<file path="src/rtl/bovp_pkg.sv">
package bovp_pkg;

    typedef enum logic [1:0] {
        ST_IDLE  = 2'd0,
        ST_TRIP  = 2'd1,
        ST_HOLD  = 2'd2,
        ST_FAULT = 2'd3
    } bovp_state_e;

endpackage

</file>
<file path="src/rtl/bovp_release.sv">
module bovp_release (
    input  logic below_rch,
    input  logic hz_mode,
    input  logic chip_dis,
    output logic release_req
);

    // Any one source ends protection and clears a latched fault.
    always_comb begin
        release_req = below_rch | hz_mode | chip_dis;
    end

endmodule

</file>
<file path="src/rtl/bovp_dwell_cnt.sv">
module bovp_dwell_cnt #(
    parameter int DWELL_CYCLES = 1000
) (
    input  logic clk,
    input  logic rst_n,
    input  logic clr,
    input  logic en,
    output logic done
);

    localparam int CW = (DWELL_CYCLES < 2) ? 1 : $clog2(DWELL_CYCLES);
    localparam logic [CW-1:0] LAST = CW'(DWELL_CYCLES - 1);

    logic [CW-1:0] cnt_q;

    always_ff @(posedge clk or negedge rst_n) begin
        if (!rst_n) begin
            cnt_q <= '0;
        end else if (clr) begin
            cnt_q <= '0;
        end else if (en && (cnt_q != LAST)) begin
            cnt_q <= cnt_q + 1'b1;
        end
    end

    // Asserted while the sample being taken is the Nth consecutive one.
    always_comb begin
        done = en && (cnt_q == LAST);
    end

endmodule

</file>
<file path="src/rtl/bovp_fsm.sv">
module bovp_fsm
    import bovp_pkg::*;
(
    input  logic        clk,
    input  logic        rst_n,
    input  logic        ovp_cmp,
    input  logic        release_req,
    input  logic        dwell_done,
    output logic        cnt_clr,
    output logic        conv_off,
    output logic        fet_force_on,
    output logic        chg_inhibit,
    output logic        fault_flag
);

    bovp_state_e state_q, state_d;

    always_ff @(posedge clk or negedge rst_n) begin
        if (!rst_n) begin
            state_q <= ST_IDLE;
        end else begin
            state_q <= state_d;
        end
    end

    always_comb begin
        state_d = state_q;
        unique case (state_q)
            ST_IDLE: begin
                if (release_req)     state_d = ST_IDLE;
                else if (dwell_done) state_d = ST_FAULT;
                else if (ovp_cmp)    state_d = ST_TRIP;
            end
            ST_TRIP: begin
                if (release_req)     state_d = ST_IDLE;
                else if (!ovp_cmp)   state_d = ST_HOLD;
                else if (dwell_done) state_d = ST_FAULT;
            end
            ST_HOLD: begin
                if (release_req)     state_d = ST_IDLE;
                else if (dwell_done) state_d = ST_FAULT;
                else if (ovp_cmp)    state_d = ST_TRIP;
            end
            ST_FAULT: begin
                if (release_req)     state_d = ST_IDLE;
            end
            default: state_d = ST_IDLE;
        endcase
    end

    always_comb begin
        // The count restarts on every low sample and on any release.
        cnt_clr      = !ovp_cmp || release_req || (state_q == ST_FAULT);
        // The protective action takes the comparator directly.
        conv_off     = ovp_cmp || (state_q != ST_IDLE);
        fet_force_on = ovp_cmp || (state_q != ST_IDLE);
        chg_inhibit  = (state_q != ST_IDLE);
        fault_flag   = (state_q == ST_FAULT);
    end

endmodule

</file>
<file path="src/rtl/bovp_monitor.sv">
module bovp_monitor #(
    parameter int DWELL_CYCLES = 1000
) (
    input  logic clk,
    input  logic rst_n,
    input  logic ovp_cmp,
    input  logic below_rch,
    input  logic hz_mode,
    input  logic chip_dis,
    output logic conv_off,
    output logic fet_force_on,
    output logic chg_inhibit,
    output logic fault_flag
);

    logic release_req;
    logic cnt_clr;
    logic dwell_done;

    bovp_release u_release (
        .below_rch   (below_rch),
        .hz_mode     (hz_mode),
        .chip_dis    (chip_dis),
        .release_req (release_req)
    );

    bovp_dwell_cnt #(
        .DWELL_CYCLES (DWELL_CYCLES)
    ) u_dwell (
        .clk   (clk),
        .rst_n (rst_n),
        .clr   (cnt_clr),
        .en    (ovp_cmp),
        .done  (dwell_done)
    );

    bovp_fsm u_fsm (
        .clk          (clk),
        .rst_n        (rst_n),
        .ovp_cmp      (ovp_cmp),
        .release_req  (release_req),
        .dwell_done   (dwell_done),
        .cnt_clr      (cnt_clr),
        .conv_off     (conv_off),
        .fet_force_on (fet_force_on),
        .chg_inhibit  (chg_inhibit),
        .fault_flag   (fault_flag)
    );

endmodule

</file>
<file path="config.mk">
export PLATFORM = sky130hd
export DESIGN_NAME = bovp_monitor
export DESIGN_NICKNAME = d
export VERILOG_FILES = /design/src/rtl/bovp_pkg.sv /design/src/rtl/bovp_release.sv /design/src/rtl/bovp_dwell_cnt.sv /design/src/rtl/bovp_fsm.sv /design/src/rtl/bovp_monitor.sv
export SDC_FILE = /design/constraint.sdc
export NUM_CORES = 1
export LEC_CHECK = 0
export CAP_MARGIN = 10
export CORE_ASPECT_RATIO = 0.75
export CORE_MARGIN = 3
export CORE_UTILIZATION = 28
export CTS_CLUSTER_SIZE = 12
export DETAILED_ROUTE_END_ITERATION = 6
export MAX_ROUTING_LAYER = met4
export PLACE_DENSITY_LB_ADDON = 0.08
export SLEW_MARGIN = 40
export SYNTH_ARGS = -nofsm -noshare
export SYNTH_HDL_FRONTEND = slang
export SYNTH_HIERARCHICAL = 1
export SYNTH_SLANG_ARGS = --single-unit
</file>
<file path="constraint.sdc">
create_clock -name clk -period 1.5 [get_ports clk]
set_clock_uncertainty 0.15 [all_clocks]
set_input_delay 0.225 -clock clk [delete_from_list [all_inputs] [get_ports clk]]
set_output_delay 0.225 -clock clk [all_outputs]
set_load 0.01 [all_outputs]
</file>
==> flow_summary.yaml <==
sta:
  slew_violations: 0
  slew_headroom: 0.7893
  timing.final.crit_share: 1.092
  worst_slack_ns: -0.1381
  setup_viol: 9
  hold_viol_final: 0
  finalCriticalPeriod_ns: 1.638
  fmax_ghz: 0.6105
  rsz0062_at_grt: "true"
  worst_pin_slew_ns: 0.3150
final_layout:
  areaGrowthSynthToFinish_pct: 59.39
  regArea_um2: 301.5
  multi_input_area_um2: 405.4
  fin_nets: 113
  fillers: 207
  mostFrequentLayoutCells: "25 x buf_4, 11 x dfrtp_1, 6 x nor2_1"
  num_antenna_cells: 0
  final_core_util: 0.4952
  mostFrequentLayoutCell: "buf_4"
  drive_above_1_share: 0.4571
die:
  die_w_um: 61.77
  start_util: 0.3107
  die_h_um: 47.83
  dieArea_um2: 2954
  row_count: 14
  ios: 10
  core_area_um2: 2102
synth:
  synthFlopType: "dfrtp_1"
  synth_nets: 76
  syn-mean-instance-area_um2: 9.466
  synth.yosys.seq_area_share: 0.4598
  ys_warn_count: 6
  syn_inst: 69
  syn_area_um2: 653.1
  ys_types: 30
  synth_edf_count: 0
  ys_ff_latch: 12
  async_flop_share: 1.000
power:
  power.leakage_nw: 0.4729
  peakVddDrop_v: 0.0004038
  cellPowerDensity_nw_per_um2: 609.2
  power_w: 0.0006342
clock_tree:
  clk_latency_ns: 0.27
  clkSlewWorstSetupHoldPaths_ns: 0.08
  numClockSinks: 12
  cts.path.max_buffers: 2
  cts_root_buffer: "clkbuf_4"
  ctsHoldBuffers: 0
  cts_tree: "yes"
  numCtsBuffers: 3
  h-tree-depth: 1
global_routing:
  grt_pass1_vias: 573
  antenna_found_initial: 0
  grt_pass1_wl_um: 2553
  grt_max_degree: 13
  grtUsageTotal: 0.1278
  overflow: 0
placement:
  place_congestion: 0.7174
  port_buffers: 9
  hpwl_um: 1129
run_status:
  violations: "negative setup slack"
  status: "complete, but fails checks"
detailed_routing:
  drc_errors: 0
  wirelength_um: 1736
  drt-initial-drc-count: 36
  via_count: 657
  via_per_inst: 5.093
  drtAntennaViolNets: 0
  firstDrtPassIters: 4
  wl_per_cell_um: 13.46
setup_path:
  crit_path_end_kind: "flip-flop"
  critPathArrivalTime_ns: 1.69
  critPathKind: "reg2reg"
  cp.required_ns: 1.55
  crit_path_max_fanout: 4
  start_kind: "flip-flop"
run:
  drv_cap: 0
hold_path:
  min_path_type: "in2async"
cell families (layout without fill, tap and decap cells):
kind of cell / Yosys count / after routing / share of synthesized area
AO/OA/AOI/OAI: 12 / 12 / 0.1284
multiplexers: 1 / 1 / 0.01533
adder cells (fa/ha/maj): 1 / 1 / 0.01915
AND/OR/NAND/NOR: 33 / 33 / 0.2759
buffers and inverters: 5 / 41 / 0.03448
flip-flops: 12 / 12 / 0.4598
XOR/XNOR: 5 / 5 / 0.06705
through the flow:
stage	cells	cell area (um2)	hold WS, ns	setup TNS, ns	setup WS (ns)
after floorplan	69	675.6	-0.2206	-0.06940	-0.04687
after global placement	118	919.6	0.3946	-3.748	-0.5024
after detailed placement	118	919.6	0.4052	-4.144	-0.5217
after CTS	127	977.2	0.1005	-0.4586	-0.09811
after global routing	129	1041	0.1297	-1.235	-0.1786
final	129	1041	0.09850	-0.4285	-0.1381
cell type report:
cell class,instances,share of cell area
Multi-Input combinational cell,52,0.3894
Sequential cell,12,0.2897
Timing Repair Buffer,34,0.2464
Clock buffer,4,0.03486
Tap cell,24,0.02885
Inverter,3,0.01082
registers in the layout, summed over array words and instances, names as in the netlist:
signal and count:
u_dwell/cnt_q 10, u_fsm/state_q 2
critical path: stages, from the launching register on:
cell,delay [ns]
dfrtp_2,0.41
and4_4,0.25
nand3_2,0.07
or4_1,0.53
a21oi_1,0.15
metal layers:
metal  routed length (um)  track usage
met5                    0            -
met1                  764       0.1569
met4                    0      0.02542
met2                  881       0.2004
met3                   90      0.05121
final timing paths:
check,start,endpoint,slack (ns),cells after the start
setup / recovery,u_dwell/cnt_q[4]$_DFFE_PN0P_,u_dwell/cnt_q[9]$_DFFE_PN0P_,-0.14,4
hold reg to reg,u_dwell/cnt_q[9]$_DFFE_PN0P_,u_dwell/cnt_q[9]$_DFFE_PN0P_,0.44,2
setup reg to reg,u_dwell/cnt_q[4]$_DFFE_PN0P_,u_dwell/cnt_q[9]$_DFFE_PN0P_,-0.14,4
hold / removal,rst_n,u_dwell/cnt_q[5]$_DFFE_PN0P_,0.1,2
max in group asynchronous,rst_n,u_dwell/cnt_q[4]$_DFFE_PN0P_,0.93,2
min in group clk,ovp_cmp,u_fsm/state_q[0]$_DFFE_PN0P_,0.31,3
cells in the mapped netlist, drive strengths merged, types with 2 or more instances:
cell / instances / share of area
buf: 2 / 0.017
or3: 5 / 0.048
inv: 3 / 0.017
dfrtp: 12 / 0.46
nor2: 6 / 0.034
nand2: 5 / 0.029
nand4: 4 / 0.038
nand3: 2 / 0.015
a21oi: 4 / 0.031
xor2: 4 / 0.054
nand2b: 4 / 0.038
power by group:
part           total [W]  internal [W]  switching (W)
sequential      0.000325      0.000324    0.000000746
combinational  0.0000540     0.0000291      0.0000250
clock           0.000255      0.000148       0.000108
timing repair:
item	4_1_cts	5_1_grt
endpoints found under the setup margin	12	14
gates resized for setup	18	13
pin swaps	7	7
buffers inserted	5	2
(Power assumes the default switching activity.)
